File: src/rtl/stflag_pkg.sv
package stflag_pkg;

    typedef enum logic [2:0] {
        OP_NONE  = 3'd0,
        OP_ADD   = 3'd1,
        OP_SUB   = 3'd2,
        OP_LOGIC = 3'd3,
        OP_ROTL  = 3'd4,
        OP_ROTR  = 3'd5
    } op_e;

    // packed order matches the bit positions of the status byte (bit 5 down to 0)
    typedef struct packed {
        logic tmo;
        logic pdn;
        logic ovf;
        logic zero;
        logic hcy;
        logic cy;
    } flags_t;

endpackage

File: src/rtl/stflag_arith.sv
module stflag_arith #(
    parameter int DATA_W = 8
) (
    input  logic [DATA_W-1:0] a_i,
    input  logic [DATA_W-1:0] b_i,
    input  logic [DATA_W-1:0] res_i,
    input  logic              cin_i,
    input  logic              sub_i,
    output logic              cy_o,
    output logic              hcy_o,
    output logic              ovf_o,
    output logic              zero_o
);
    localparam int HALF_W = DATA_W / 2;

    logic [DATA_W-1:0] b_eff;
    logic [DATA_W:0]   full_sum;
    logic [HALF_W:0]   low_sum;
    logic              cin_msb;

    always_comb begin
        b_eff    = sub_i ? ~b_i : b_i;
        full_sum = {1'b0, a_i} + {1'b0, b_eff} + {{DATA_W{1'b0}}, cin_i};
        low_sum  = {1'b0, a_i[HALF_W-1:0]} + {1'b0, b_eff[HALF_W-1:0]}
                 + {{HALF_W{1'b0}}, cin_i};
        cin_msb  = a_i[DATA_W-1] ^ b_eff[DATA_W-1] ^ full_sum[DATA_W-1];
        cy_o     = full_sum[DATA_W];
        hcy_o    = low_sum[HALF_W];
        ovf_o    = cin_msb ^ full_sum[DATA_W];
        zero_o   = (res_i == '0);
    end
endmodule

File: src/rtl/stflag_pwr.sv
module stflag_pwr (
    input  logic pdn_i,
    input  logic tmo_i,
    input  logic halt_i,
    input  logic clr_i,
    input  logic expire_i,
    output logic pdn_o,
    output logic tmo_o
);
    always_comb begin
        pdn_o = pdn_i;
        if (halt_i)
            pdn_o = 1'b1;
        else if (clr_i)
            pdn_o = 1'b0;

        tmo_o = tmo_i;
        if (expire_i)
            tmo_o = 1'b1;
        else if (clr_i || halt_i)
            tmo_o = 1'b0;
    end
endmodule

File: src/rtl/alu_status_reg.sv
module alu_status_reg
    import stflag_pkg::*;
#(
    parameter int DATA_W = 8
) (
    input  logic              clk,
    input  logic              rst_n,
    input  logic [2:0]        op_sel,
    input  logic [DATA_W-1:0] opnd_a,
    input  logic [DATA_W-1:0] opnd_b,
    input  logic [DATA_W-1:0] alu_res,
    input  logic              carry_in,
    input  logic              sw_wr_en,
    input  logic [7:0]        sw_wr_data,
    input  logic              halt_evt,
    input  logic              wdt_clr_evt,
    input  logic              wdt_tmo_evt,
    output logic [7:0]        status_o
);
    localparam int PAD_W = 8 - $bits(flags_t);

    flags_t flags_d, flags_q;
    logic   a_cy, a_hcy, a_ovf, a_zero;
    logic   p_pdn, p_tmo;
    op_e    op;

    assign op = op_e'(op_sel);

    stflag_arith #(.DATA_W(DATA_W)) u_arith (
        .a_i    (opnd_a),
        .b_i    (opnd_b),
        .res_i  (alu_res),
        .cin_i  (carry_in),
        .sub_i  (op == OP_SUB),
        .cy_o   (a_cy),
        .hcy_o  (a_hcy),
        .ovf_o  (a_ovf),
        .zero_o (a_zero)
    );

    stflag_pwr u_pwr (
        .pdn_i    (flags_q.pdn),
        .tmo_i    (flags_q.tmo),
        .halt_i   (halt_evt),
        .clr_i    (wdt_clr_evt),
        .expire_i (wdt_tmo_evt),
        .pdn_o    (p_pdn),
        .tmo_o    (p_tmo)
    );

    always_comb begin
        flags_d = flags_q;
        case (op)
            OP_ADD, OP_SUB: begin
                flags_d.cy   = a_cy;
                flags_d.hcy  = a_hcy;
                flags_d.ovf  = a_ovf;
                flags_d.zero = a_zero;
            end
            OP_LOGIC: flags_d.zero = a_zero;
            OP_ROTL:  flags_d.cy   = opnd_a[DATA_W-1];
            OP_ROTR:  flags_d.cy   = opnd_a[0];
            default:  ;
        endcase
        if (sw_wr_en) begin
            flags_d.cy   = sw_wr_data[0];
            flags_d.hcy  = sw_wr_data[1];
            flags_d.zero = sw_wr_data[2];
            flags_d.ovf  = sw_wr_data[3];
        end
        flags_d.pdn = p_pdn;
        flags_d.tmo = p_tmo;
    end

    always_ff @(posedge clk or negedge rst_n) begin
        if (!rst_n)
            flags_q <= '0;
        else
            flags_q <= flags_d;
    end

    assign status_o = {{PAD_W{1'b0}}, flags_q};
endmodule

File: config.mk
export PLATFORM = sky130hd
export DESIGN_NAME = alu_status_reg
export DESIGN_NICKNAME = d
export VERILOG_FILES = /design/src/rtl/stflag_pkg.sv /design/src/rtl/stflag_arith.sv /design/src/rtl/stflag_pwr.sv /design/src/rtl/alu_status_reg.sv
export SDC_FILE = /design/constraint.sdc
export NUM_CORES = 1
export LEC_CHECK = 0
export BUFFER_PORTS_ARGS = -buffer_cell sky130_fd_sc_hd__buf_4
export CORE_MARGIN = 1.5
export CORE_UTILIZATION = 40
export CTS_CLUSTER_DIAMETER = 100
export CTS_CLUSTER_SIZE = 30
export DETAILED_ROUTE_END_ITERATION = 10
export PLACE_DENSITY = 0.8
export SYNTH_ARGS = -nofsm -noshare
export SYNTH_HDL_FRONTEND = slang
export SYNTH_HIERARCHICAL = 1
export SYNTH_SLANG_ARGS = --single-unit
File: constraint.sdc
create_clock -name clk -period 2.67 [get_ports clk]
set_input_delay 0.1335 -clock clk [delete_from_list [all_inputs] [get_ports clk]]
set_output_delay 0.1335 -clock clk [all_outputs]
set_load 0.01 [all_outputs]
## Yosys cells after proc, flatten, opt, wreduce, memory -nomap -nowiden

Index checks and enable logic that the tools add are counted.

- Register bits after elaboration: 6
- Input port bits: 42
- Output and inout port bits: 8
- Logic and storage cells: 38

- $add $sub $neg: 4
- Eq/ne operators: 5
- Muxes and demuxes: 10
- Bitwise gates (word level): 4
- Reductions and logical operators: 9

Operators with widths:

| cell | number |
|---|---|
| adder 8 x 8 -> 9 bit | 1 |
| adder 9 x 1 -> 9 bit | 1 |
| zero test 8 bit | 1 |
| 2-to-1 mux 8 bit | 1 |
| inverter 8 bit | 1 |
| nonzero test 2 bit | 4 |
| 2-to-1 mux 1 bit | 7 |
| == test 3 x 2 -> 1 bit (second input constant) | 2 |
| == test 3 bit (second input constant) | 2 |
| adder 4 x 4 -> 5 bit | 1 |
| adder 5 x 1 -> 5 bit | 1 |
| 2-to-1 mux 4 bit | 1 |
| nonzero test 4 bit | 1 |
| == test 3 x 1 -> 1 bit (second input constant) | 1 |
| one-hot mux 1 bit (3 select lines) | 1 |
| OR reduction 3 bit | 1 |
| XOR 1 bit | 3 |
| OR reduction 2 bit | 1 |
| logical OR 1 bit | 1 |

## Depth between registers and ports, before layout

Gate-level depths: netlist of run 1.

- Depth after elaboration: 8
- Mapped depth: 12
- Gate-level depth less buffers: 10

## By module

Netlist of run 1, hierarchy kept.

Modules (own cells, without submodules):

| module | instances | cells an instance | area an instance (sq um) | seq. area each (sq um) |
|---|---|---|---|---|
| alu_status_reg | 1 | 28 | 344.1 | 150.1 |
| stflag_arith | 1 | 38 | 305.3 | 0.0 |
| stflag_pwr | 1 | 4 | 23.8 | 0.0 |

## Worst setup path after synthesis of run 1

No wires, ideal clock.

- Path type: in2reg
- From: input op_sel[0]
- To: register flags_q (netlist bit status_o[0])
- Library setup time: 133 ps
- Arrival: 2218 ps
- Required time: 2537 ps
- Slack: 319 ps
- Stages on the path: 11
- Buffers on the path: 2
- Cells stage by stage: buf_6 > nor3b_1 > buf_2 > xor2_1 > ha_1 > a21oi_2 > o22ai_1 > o21ba_1 > o31a_1 > a2111oi_1 > a21oi_1

- Word-level cells in the longest chain between the ends: 6
- Elaborated cells between the ends (all ways): 11
- Classes of those cells: add/sub (2); eq/ne (4); mux (3); reduce/logical (2)

Ends and longest elaborated chain:

| what | RTL line | RTL |
|---|---|---|
| start: declaration | alu_status_reg.sv:8 | `input logic [2:0] op_sel,` |
| == test 3 x 2 -> 1 bit | alu_status_reg.sv:34 | `.sub_i (op == OP_SUB),` |
| 2-to-1 mux 8 bit | stflag_arith.sv:22 | `b_eff = sub_i ? ~b_i : b_i;` |
| adder 8 x 8 -> 9 bit | stflag_arith.sv:23 | `full_sum = {1'b0, a_i} + {1'b0, b_eff} + {{DATA_W{1'b0}}, cin_i};` |
| adder 9 x 1 -> 9 bit | stflag_arith.sv:23 |  |
| via a_cy | alu_status_reg.sv:23 | `logic a_cy, a_hcy, a_ovf, a_zero;` |
| one-hot mux 1 bit (3 select lines) | alu_status_reg.sv:53 | `case (op)` |
| 2-to-1 mux 4 bit | alu_status_reg.sv:65 | `if (sw_wr_en) begin` |
| end signal: assignment | alu_status_reg.sv:79 | `flags_q <= flags_d;` |
| end: declaration | alu_status_reg.sv:22 | `flags_t flags_d, flags_q;` |

The timed path passes the listed nets, and every way through them passes these cells.
A chain may end at the register's enable or synchronous reset.

## Final worst setup path of run 1

- From: input op_sel[2]
- To: register flags_q (netlist bit status_o[0])

The elaborated chain is that of the path after synthesis.

==> results of run 1 <==
-- area by class of cell --
cell class | instances | area (µm²) | share of cell area
tap | 16 | 20.0 | 0.0195
multi-input combinational | 59 | 488 | 0.474
sequential | 6 | 150 | 0.146
clock buffer | 3 | 22.5 | 0.0219
timing repair buffer | 45 | 340 | 0.331
inverter | 2 | 7.51 | 0.00730
-- worst paths after layout --
path / from / endpoint / cells after the start
hold / removal: wdt_tmo_evt / status_o[5]$_DFF_PN0_ / 2
setup reg to reg: status_o[0]$_DFFE_PN0P_ / status_o[0]$_DFFE_PN0P_ / 3
setup / recovery: op_sel[2] / status_o[0]$_DFFE_PN0P_ / 11
max in group asynchronous: rst_n / status_o[2]$_DFFE_PN0P_ / 2
hold reg to reg: status_o[5]$_DFF_PN0_ / status_o[5]$_DFF_PN0_ / 1
min in group asynchronous: rst_n / status_o[3]$_DFFE_PN0P_ / 2
-- cell families (layout without fill, tap and decap cells) --
logic type | after synthesis | count (layout) | synth area share
adders and majority gates | 8 | 8 | 0.149
muxes | 7 | 7 | 0.115
DFF | 6 | 6 | 0.223
other | 1 | 2 | 0.00557
buffers and inverters | 6 | 50 | 0.0576
xor gates and xnor gates | 9 | 9 | 0.117
and+or+nand+nor | 14 | 14 | 0.121
AOI/OAI and AO/OA | 19 | 19 | 0.212
-- repair_timing --
item	in CTS	in global routing
buffers inserted	0	0
setup endpoints to repair	0	0
hold buffers	1	0
hold endpoints to repair	6	0
-- cell usage after synthesis --
library cell and instances:
a2111oi_1 1, a211o_2 1, a21o_1 3, a21o_2 1, a21oi_1 4, a21oi_2 1
buf_2 1, buf_4 2, buf_6 1, conb_1 1, dfrtp_1 6, ha_1 8
inv_1 2, mux2_1 1, mux2_2 5, mux2i_1 1, nand2_1 1, nand2b_1 1
nand3_1 2, nor2_1 3, nor2b_1 1, nor3b_1 1, nor4b_1 1, o211a_1 1
o211ai_1 1, o21ai_0 1, o21ba_1 1, o21bai_1 2, o22ai_1 1, o31a_1 1
or2_2 2, or4_1 2, xnor2_1 1, xor2_1 8
-- power breakdown --
| group | switching [mW] | total, mW | internal [mW] | leakage [nW] |
|---|---|---|---|---|
| Combinational | 0.0638 | 0.162 | 0.0982 | 0.475 |
| Clock | 0.0326 | 0.0834 | 0.0508 | 0.0138 |
| Sequential | 0.00633 | 0.109 | 0.102 | 0.0699 |
-- metal layers --
layer / wire, µm / vias up / part of all wire
li1: - / 343 / -
met1: 620 / 302 / 0.40
met2: 842 / 24 / 0.54
met3: 81 / 3 / 0.052
met4: 22 / 0 / 0.014
met5: 0 / - / 0
-- per-stage QoR --
stage	hold slack, ns	std cells
2_1_floorplan	-0.162	71
3_3_place_gp	-0.0565	127
3_5_place_dp	-0.0556	127
4_1_cts	0.0580	131
5_1_grt	0.0621	131
6_report	0.0648	131
==> impl_metrics.env, run 1 <==
export IMPL_grt_max_degree=10
export IMPL_status="finished clean"
export IMPL_start_kind="input pin"
export IMPL_grt_busiest_layer="met2"
export IMPL_finalCritPeriodShare=0.821
export IMPL_finalHoldViolations=0
export IMPL_fin_crit_ns=2.19
export IMPL_vias=672
export IMPL_cts_tree="yes"
export IMPL_yosysWarnings=6
export IMPL_start_util=0.437
export IMPL_track_usage=0.188
export IMPL_antenna_found_initial=0
export IMPL_syn_avg_cell_area_um2=9.62
export IMPL_die_y_um=44.0
export IMPL_cts_root_buffer="clkbuf_4"
export IMPL_gp_congestion=0.749
export IMPL_grtUsageMet2=0.356
export IMPL_slowest_stage="a2111oi_1"
export IMPL_mostFrequentLayoutCells="buf_4 (44), xor2_1 (8), ha_1 (8)"
export IMPL_wl_per_cell_um=12.0
export IMPL_setup_ws_ns=0.478
export IMPL_ir_drop_v=0.000320
export IMPL_placed_cell_area_um2=996
export IMPL_crit_top_cell="buf_4"
export IMPL_cap_violations=0
export IMPL_timing_critical_path_cells="buf_4, nor3b_1, buf_4, xor2_1, ha_1, a21oi_2, o22ai_1, o21ba_1, o31a_1, a2111oi_1, a21oi_1"
export IMPL_cpPeakStageDelay_ns=0.33
export IMPL_ys_ff_latch=6
export IMPL_setup_tns_ns=0
export IMPL_worstPathArrival_ns=2.31
export IMPL_clock_sinks=6
export IMPL_worstSetupPathType="in2reg"
export IMPL_num_rows=14
export IMPL_final_cell_area_um2=1030
export IMPL_cp_required_ns=2.79
export IMPL_yosysSeqAreaShare=0.223
export IMPL_fillers=141
export IMPL_yosysTopAreaCellShare=0.223
export IMPL_first_global_vias=711
export IMPL_grt_overflow=0
export IMPL_min_delay_path_class="in2reg"
export IMPL_area_delta_synth_final_pct=52.8
export IMPL_maxSlewViolCount=0
export IMPL_ff2ff_setup_slack_ns=1.55
export IMPL_drtIter0Drc=5
export IMPL_grt_util_met3=0.0367
export IMPL_nets=167
export IMPL_ant_nets=0
export IMPL_io_pins=50
export IMPL_clock_path_buffers=2
export IMPL_htreeDepth=1
export IMPL_viasPerCell=5.13
export IMPL_place_detailed_hpwl_um=1350
export IMPL_clock_skew_ns=0
export IMPL_die_area_um2=1940
export IMPL_final_setup_viol_count=0
export IMPL_crit_buf_inv=2
export IMPL_coreArea_um2=1540
export IMPL_worstSkewPairLatency_ns=0.24
export IMPL_drive_gt1_frac=0.496
export IMPL_firstDrtPassIters=4
export IMPL_ys_types=34
export IMPL_finalPower_uw=354
export IMPL_cp_max_fo=9
export IMPL_postSynthCellCount=70
export IMPL_yosys_area_top_type="dfrtp_1"
export IMPL_drc_errors=0
export IMPL_diodes=0
export IMPL_cts_buffers=3
export IMPL_endpoint_kind="flip-flop"
export IMPL_power_leakage_nw=0.558
export IMPL_grt_pass1_wl_um=2730
export IMPL_path_delay_family="compound AO/OA/AOI/OAI gates"
export IMPL_largest_reg_flops=6
export IMPL_place_ws_ns=0.213
export IMPL_clkTransAtPathRegs_ns=0.04
export IMPL_wl_um=1570
export IMPL_rsz0062_at_grt="false"
export IMPL_utilization=0.667
export IMPL_met1_usage=0.185
export IMPL_fmax_ghz=0.456
export IMPL_die_w_um=44.0
export IMPL_synthesis_area_um2=673
export IMPL_cts_resized_gates=0
export IMPL_final_common_cell="buf_4"
export IMPL_p_per_area_nw_per_um2=344
export IMPL_synthTopCellsByArea="dfrtp_1 (22%), ha_1 (15%), xor2_1 (10%)"
export IMPL_port_buffers=43
Note: power is estimated with default switching activity, not from simulation.
==> inputs of run 2 (changes only) <==
--- a/config.mk
+++ b/config.mk
@@ -5,13 +5,14 @@
 export SDC_FILE = /design/constraint.sdc
 export NUM_CORES = 1
 export LEC_CHECK = 0
+export ABC_AREA = 1
 export BUFFER_PORTS_ARGS = -buffer_cell sky130_fd_sc_hd__buf_4
 export CORE_MARGIN = 1.5
 export CORE_UTILIZATION = 40
 export CTS_CLUSTER_DIAMETER = 100
 export CTS_CLUSTER_SIZE = 30
 export DETAILED_ROUTE_END_ITERATION = 10
-export PLACE_DENSITY = 0.8
+export PLACE_DENSITY = 0.78
 export SYNTH_ARGS = -nofsm -noshare
 export SYNTH_HDL_FRONTEND = slang
 export SYNTH_HIERARCHICAL = 1
==> constraint.sdc (replaced) <==
create_clock -name clk -period 2.1 [get_ports clk]
set_input_delay 0.105 -clock clk [delete_from_list [all_inputs] [get_ports clk]]
set_output_delay 0.105 -clock clk [all_outputs]
set_load 0.01 [all_outputs]
==> impl_metrics.env, run 2 <==
export IMPL_ys_flop_type="dfrtp_1"
export IMPL_yosysTopAreaCellShare=0.205
export IMPL_ir_drop_v=0.000184
export IMPL_firstDrtPassIters=4
export IMPL_maxSlewViolCount=0
export IMPL_syn_avg_cell_area_um2=6.67
export IMPL_die_y_um=45.8
export IMPL_first_global_vias=692
export IMPL_ys_types=23
export IMPL_ff2ff_path_depth=2
export IMPL_viasPerCell=4.70
export IMPL_p_sw_frac=0.328
export IMPL_synthTopCellsByArea="dfrtp_1 (20%), nand2_1 (14%), ha_1 (14%)"
export IMPL_track_usage=0.162
export IMPL_wl_um=1660
export IMPL_cts_resized_gates=0
export IMPL_clock_path_buffers=2
export IMPL_setup_tns_ns=0
export IMPL_fmax_ghz=0.558
export IMPL_drc_errors=0
export IMPL_power_frac_comb=0.489
export IMPL_ys_ff_latch=6
export IMPL_fin_crit_ns=1.79
export IMPL_synth_most_common_cell="nand2_1"
export IMPL_worstSetupPathType="in2reg"
export IMPL_timing_critical_path_cells="buf_4, inv_2, nand3_1, inv_1, buf_4, xor2_1, ha_1, a21oi_1, o21ba_1, nand2_1, nand3_1, nand2_1, o21ai_0, o21ai_0"
export IMPL_clock_skew_ns=0
export IMPL_min_path_cells=3
export IMPL_nets=209
export IMPL_place_ws_ns=0.0388
export IMPL_grt_pass1_wl_um=2530
export IMPL_io_pins=50
export IMPL_yosysSeqAreaShare=0.205
export IMPL_synthesis_area_um2=733
export IMPL_hp_start="wdt_tmo_evt"
export IMPL_async_flop_share=1.00
export IMPL_yosysWarnings=6
export IMPL_finalCritPeriodShare=0.854
export IMPL_setup_ws_ns=0.307
export IMPL_r2r_end="status_o[2]$_DFFE_PN0P_"
export IMPL_p_per_area_nw_per_um2=420
export IMPL_worstSkewPairLatency_ns=0.24
export IMPL_hold_ws_ns=0.0519
export IMPL_cts_tree="yes"
export IMPL_status="finished clean"
export IMPL_clkTransAtPathRegs_ns=0.04
export IMPL_seqPwrFrac=0.295
export IMPL_placed_cell_area_um2=1090
export IMPL_cap_violations=0
export IMPL_finalHoldViolations=0
export IMPL_crit_buf_inv=4
export IMPL_grt_overflow=0
export IMPL_min_delay_path_class="in2reg"
export IMPL_place_detailed_hpwl_um=1490
export IMPL_path_delay_family="compound AO/OA/AOI/OAI gates"
export IMPL_cts_buffers=3
export IMPL_port_buffers=43
export IMPL_clkPwrFrac=0.217
export IMPL_synth_commonest_cells="nand2_1 (28), ha_1 (8), nor2_1 (8), xor2_1 (8)"
export IMPL_power_net_switching_uw=154
export IMPL_rsz0062_at_grt="false"
export IMPL_diodes=0
export IMPL_largest_reg_flops=6
export IMPL_final_setup_viol_count=0
export IMPL_die_w_um=45.8
export IMPL_vias=855
export IMPL_yosys_area_top_type="dfrtp_1"
export IMPL_power_leakage_nw=0.632
export IMPL_mostFrequentLayoutCells="buf_4 (45), nand2_1 (28), nor2_1 (8), xor2_1 (8), ha_1 (8)"
export IMPL_grt_max_degree=9
export IMPL_antenna_found_initial=0
export IMPL_p_int_uw=316
export IMPL_cts_root_buffer="clkbuf_4"
export IMPL_gp_congestion=0.750
export IMPL_die_area_um2=2100
export IMPL_start_kind="input pin"
export IMPL_area_delta_synth_final_pct=52.6
export IMPL_final_cell_area_um2=1120
export IMPL_r2r_start="status_o[2]$_DFFE_PN0P_"
export IMPL_ff2ff_setup_slack_ns=1.40
export IMPL_synth_edf_count=0
export IMPL_utilization=0.648
export IMPL_endpoint_kind="flip-flop"
export IMPL_num_rows=15
export IMPL_wl_per_cell_um=9.13
export IMPL_clock_sinks=6
export IMPL_min_to="status_o[5]$_DFF_PN0_"
export IMPL_start_util=0.425
export IMPL_slowest_stage="ha_1"
export IMPL_cp_required_ns=2.21
export IMPL_worstPathArrival_ns=1.90
export IMPL_drive_gt1_frac=0.389
export IMPL_postSynthCellCount=110
export IMPL_ant_nets=0
export IMPL_cpPeakStageDelay_ns=0.27
export IMPL_coreArea_um2=1730
export IMPL_htreeDepth=1
export IMPL_final_common_cell="buf_4"
export IMPL_drtIter0Drc=10
export IMPL_cp_max_fo=5
==> run 2: changes by cell type after synthesis, sizes merged, moves of 2 or more <==
| cell | change |
|---|---|
| nand2 | +31 |
| inv | +12 |
| mux2 | -6 |
| o21ai | +6 |
| nor2 | +5 |
| a21o | -4 |
| nand3 | +4 |
| nand4 | +3 |
| nor4 | +2 |
| or4 | -2 |
==> run 2: cell families (layout without fill, tap and decap cells) <==
kind of cell	count (synthesis)	count (layout)	share of synthesized area
and+or+nand+nor	54	54	0.334
AOI/OAI and AO/OA	16	16	0.125
DFF	6	6	0.205
adders and majority gates	8	8	0.137
buffers and inverters	17	63	0.0990
other	1	2	0.00511
xor gates and xnor gates	8	8	0.0956
==> run 2: repair_timing <==
action / 4_1_cts / 5_1_grt
hold buffers: 1 / 0
buffers inserted: 0 / 0
hold endpoints to repair: 6 / 0
setup endpoints to repair: 0 / 0
==> run 2: per-stage QoR <==
step / power, mW / cells
2_1_floorplan: 0.266 / 111
3_3_place_gp: 0.362 / 178
3_5_place_dp: 0.370 / 178
4_1_cts: 0.477 / 182
5_1_grt: 0.515 / 182
6_report: 0.470 / 182
==> run 2: how the worst max path moves through the flow <==
| stage | to | depth (start not counted) | from | slack, ns |
|---|---|---|---|---|
| after floorplan | status_o[3]$_DFFE_PN0P_ | 18 | op_sel[0] | 0.39 |
| after global placement | status_o[3]$_DFFE_PN0P_ | 15 | op_sel[0] | 0.18 |
| after detailed placement | status_o[3]$_DFFE_PN0P_ | 14 | op_sel[0] | 0.04 |
| after CTS | status_o[3]$_DFFE_PN0P_ | 14 | op_sel[0] | 0.29 |
| after global routing | status_o[3]$_DFFE_PN0P_ | 15 | op_sel[0] | 0.13 |
| final | status_o[3]$_DFFE_PN0P_ | 14 | op_sel[0] | 0.31 |
==> run 2: power groups by stage <==
stage	combinational [mW]	sequential [mW]	clock, mW
final	0.230	0.139	0.102
after global placement	0.223	0.139	0
after global routing	0.260	0.140	0.115
after CTS	0.232	0.139	0.106
after detailed placement	0.230	0.140	0
after floorplan	0.121	0.145	0
==> run 2: layout make-up <==
cell class / instances / area [µm²]
Inverter: 14 / 52.6
Multi-Input combinational cell: 88 / 514
Tap cell: 25 / 31.3
Sequential cell: 6 / 150
Fill cell: 162 / 608
Timing Repair Buffer: 46 / 348
Clock buffer: 3 / 22.5
==> run 2: metal layers <==
layer | track usage | vias to the layer above | wire length, µm | share of wire
met5 | 0 | - | 0 | 0
met4 | 0.0514 | 0 | 13 | 0.0078
met3 | 0.0317 | 2 | 140 | 0.084
met1 | 0.169 | 366 | 616 | 0.37
met2 | 0.315 | 37 | 891 | 0.54
li1 | - | 450 | - | -
==> run 2: tightest hold or removal path, stage by stage <==
cell and delay (ns):
buf_4 0.07, inv_1 0.03, nand2_1 0.05
==> inputs of run 3 (changes only) <==
--- a/config.mk
+++ b/config.mk
@@ -12,7 +12,7 @@
 export CTS_CLUSTER_DIAMETER = 100
 export CTS_CLUSTER_SIZE = 30
 export DETAILED_ROUTE_END_ITERATION = 10
-export PLACE_DENSITY = 0.78
+export PLACE_DENSITY_LB_ADDON = 0.3
 export SYNTH_ARGS = -nofsm -noshare
 export SYNTH_HDL_FRONTEND = slang
 export SYNTH_HIERARCHICAL = 1
==> impl_metrics.env, run 3 (same netlist as run 2, synthesis figures left out) <==
export IMPL_status="finished clean"
export IMPL_utilization=0.639
export IMPL_drc_errors=0
export IMPL_nets=207
export IMPL_final_setup_viol_count=0
export IMPL_hold_ws_ns=0.0443
export IMPL_die_w_um=45.8
export IMPL_mostFrequentLayoutCells="buf_4 (43), nand2_1 (28), nor2_1 (8), xor2_1 (8), ha_1 (8)"
export IMPL_setup_tns_ns=0
export IMPL_rsz0062_at_grt="false"
export IMPL_slowest_stage="inv_1"
export IMPL_wl_per_cell_um=9.42
export IMPL_finalCritPeriodShare=0.869
export IMPL_clock_path_buffers=2
export IMPL_worstSkewPairLatency_ns=0.25
export IMPL_antenna_found_initial=0
export IMPL_worstSetupPathType="in2reg"
export IMPL_worstPathArrival_ns=1.95
export IMPL_final_common_cell="buf_4"
export IMPL_fin_crit_ns=1.83
export IMPL_fillers=168
export IMPL_area_delta_synth_final_pct=50.5
export IMPL_drive_gt1_frac=0.381
export IMPL_die_y_um=45.8
export IMPL_finalHoldViolations=0
export IMPL_drtIter0Drc=7
export IMPL_clkTransAtPathRegs_ns=0.05
export IMPL_regArea_um2=150
export IMPL_cp_required_ns=2.23
export IMPL_hold_buffers=1
export IMPL_wl_um=1700
export IMPL_vias=836
export IMPL_gp_congestion=0.724
export IMPL_timing_critical_path_cells="buf_4, inv_2, nand3_1, inv_1, xor2_1, ha_1, nand2_1, nand2_1, o21ba_1, nand2_1, nand3_1, nand2_1, o21ai_0, o21ai_0"
export IMPL_start_util=0.425
export IMPL_maxSlewViolCount=0
export IMPL_track_usage=0.164
export IMPL_port_buffers=43
export IMPL_place_detailed_hpwl_um=1420
export IMPL_grt_overflow=0
export IMPL_first_global_vias=671
export IMPL_grt_pass1_wl_um=2530
export IMPL_cts_buffers=3
export IMPL_clock_skew_ns=0
export IMPL_crit_buf_inv=3
export IMPL_die_area_um2=2100
export IMPL_diodes=0
export IMPL_htreeDepth=1
export IMPL_p_per_area_nw_per_um2=430
export IMPL_cap_violations=0
export IMPL_ant_nets=0
export IMPL_ir_drop_v=0.000340
export IMPL_postCtsSetupBuffers=0
export IMPL_path_delay_family="buffers and inverters"
export IMPL_cts_resized_gates=0
export IMPL_multi_input_area_um2=514
export IMPL_crit_top_cell="nand2_1"
export IMPL_io_pins=50
export IMPL_cpPeakStageDelay_ns=0.31
export IMPL_cts_root_buffer="clkbuf_4"
export IMPL_largest_reg_flops=6
export IMPL_start_kind="input pin"
export IMPL_clock_sinks=6
export IMPL_fmax_ghz=0.548
export IMPL_power_leakage_nw=0.622
export IMPL_cts_tree="yes"
export IMPL_viasPerCell=4.64
export IMPL_min_delay_path_class="in2reg"
export IMPL_endpoint_kind="flip-flop"
export IMPL_coreArea_um2=1730
export IMPL_num_rows=15
export IMPL_grt_max_degree=9
export IMPL_cp_max_fo=8
export IMPL_firstDrtPassIters=4
run 3: cell types whose count changed in the layout (fill, tap and decap cells not counted):
cell,before,now
buf_4,45,43
run 3: through the flow:
step	power [mW]	worst slack (ns)	instance area (µm²)	instances
after floorplan	0.266	0.386	737	111
after global placement	0.360	0.0636	1070	176
after detailed placement	0.366	-0.0155	1070	176
after CTS	0.480	0.240	1100	180
after global routing	0.514	0.0727	1100	180
final	0.474	0.274	1100	180
run 3: power breakdown:
group          switching, mW  internal (mW)
registers            0.00734          0.130
logic                  0.108          0.120
clock network         0.0449         0.0649
total                  0.160          0.314
run 3: worst reg2reg max path, cell delays in order (launching register included):
cell,delay (ns)
dfrtp_1,0.37
a21oi_1,0.13
nor2_1,0.05
run 3: worst paths after layout:
| check | cells after the start | from | end | slack (ns) |
|---|---|---|---|---|
| setup / recovery | 14 | op_sel[0] | status_o[3]$_DFFE_PN0P_ | 0.27 |
| hold / removal | 2 | wdt_clr_evt | status_o[4]$_DFF_PN0_ | 0.04 |
| setup reg to reg | 2 | status_o[2]$_DFFE_PN0P_ | status_o[2]$_DFFE_PN0P_ | 1.44 |
| hold reg to reg | 2 | status_o[0]$_DFFE_PN0P_ | status_o[0]$_DFFE_PN0P_ | 0.48 |
| max in group asynchronous | 2 | rst_n | status_o[5]$_DFF_PN0_ | 1.78 |
| min in group asynchronous | 2 | rst_n | status_o[0]$_DFFE_PN0P_ | 0.20 |
run 3: layout make-up:
cell class | count | share of cell area
clock buffer | 3 | 0.0204
inverter | 14 | 0.0476
multi-input combinational | 88 | 0.466
sequential | 6 | 0.136
tap | 25 | 0.0283
timing repair buffer | 44 | 0.302
run 3: routing by layer:
layer / vias up / share of wire / track usage / routed length (µm)
met5: - / 0 / 0 / 0
met4: 0 / 0 / 0.0171 / 0
met3: 0 / 0.083 / 0.0635 / 140
met2: 31 / 0.51 / 0.301 / 860
met1: 363 / 0.41 / 0.182 / 694
li1: 442 / - / - / -
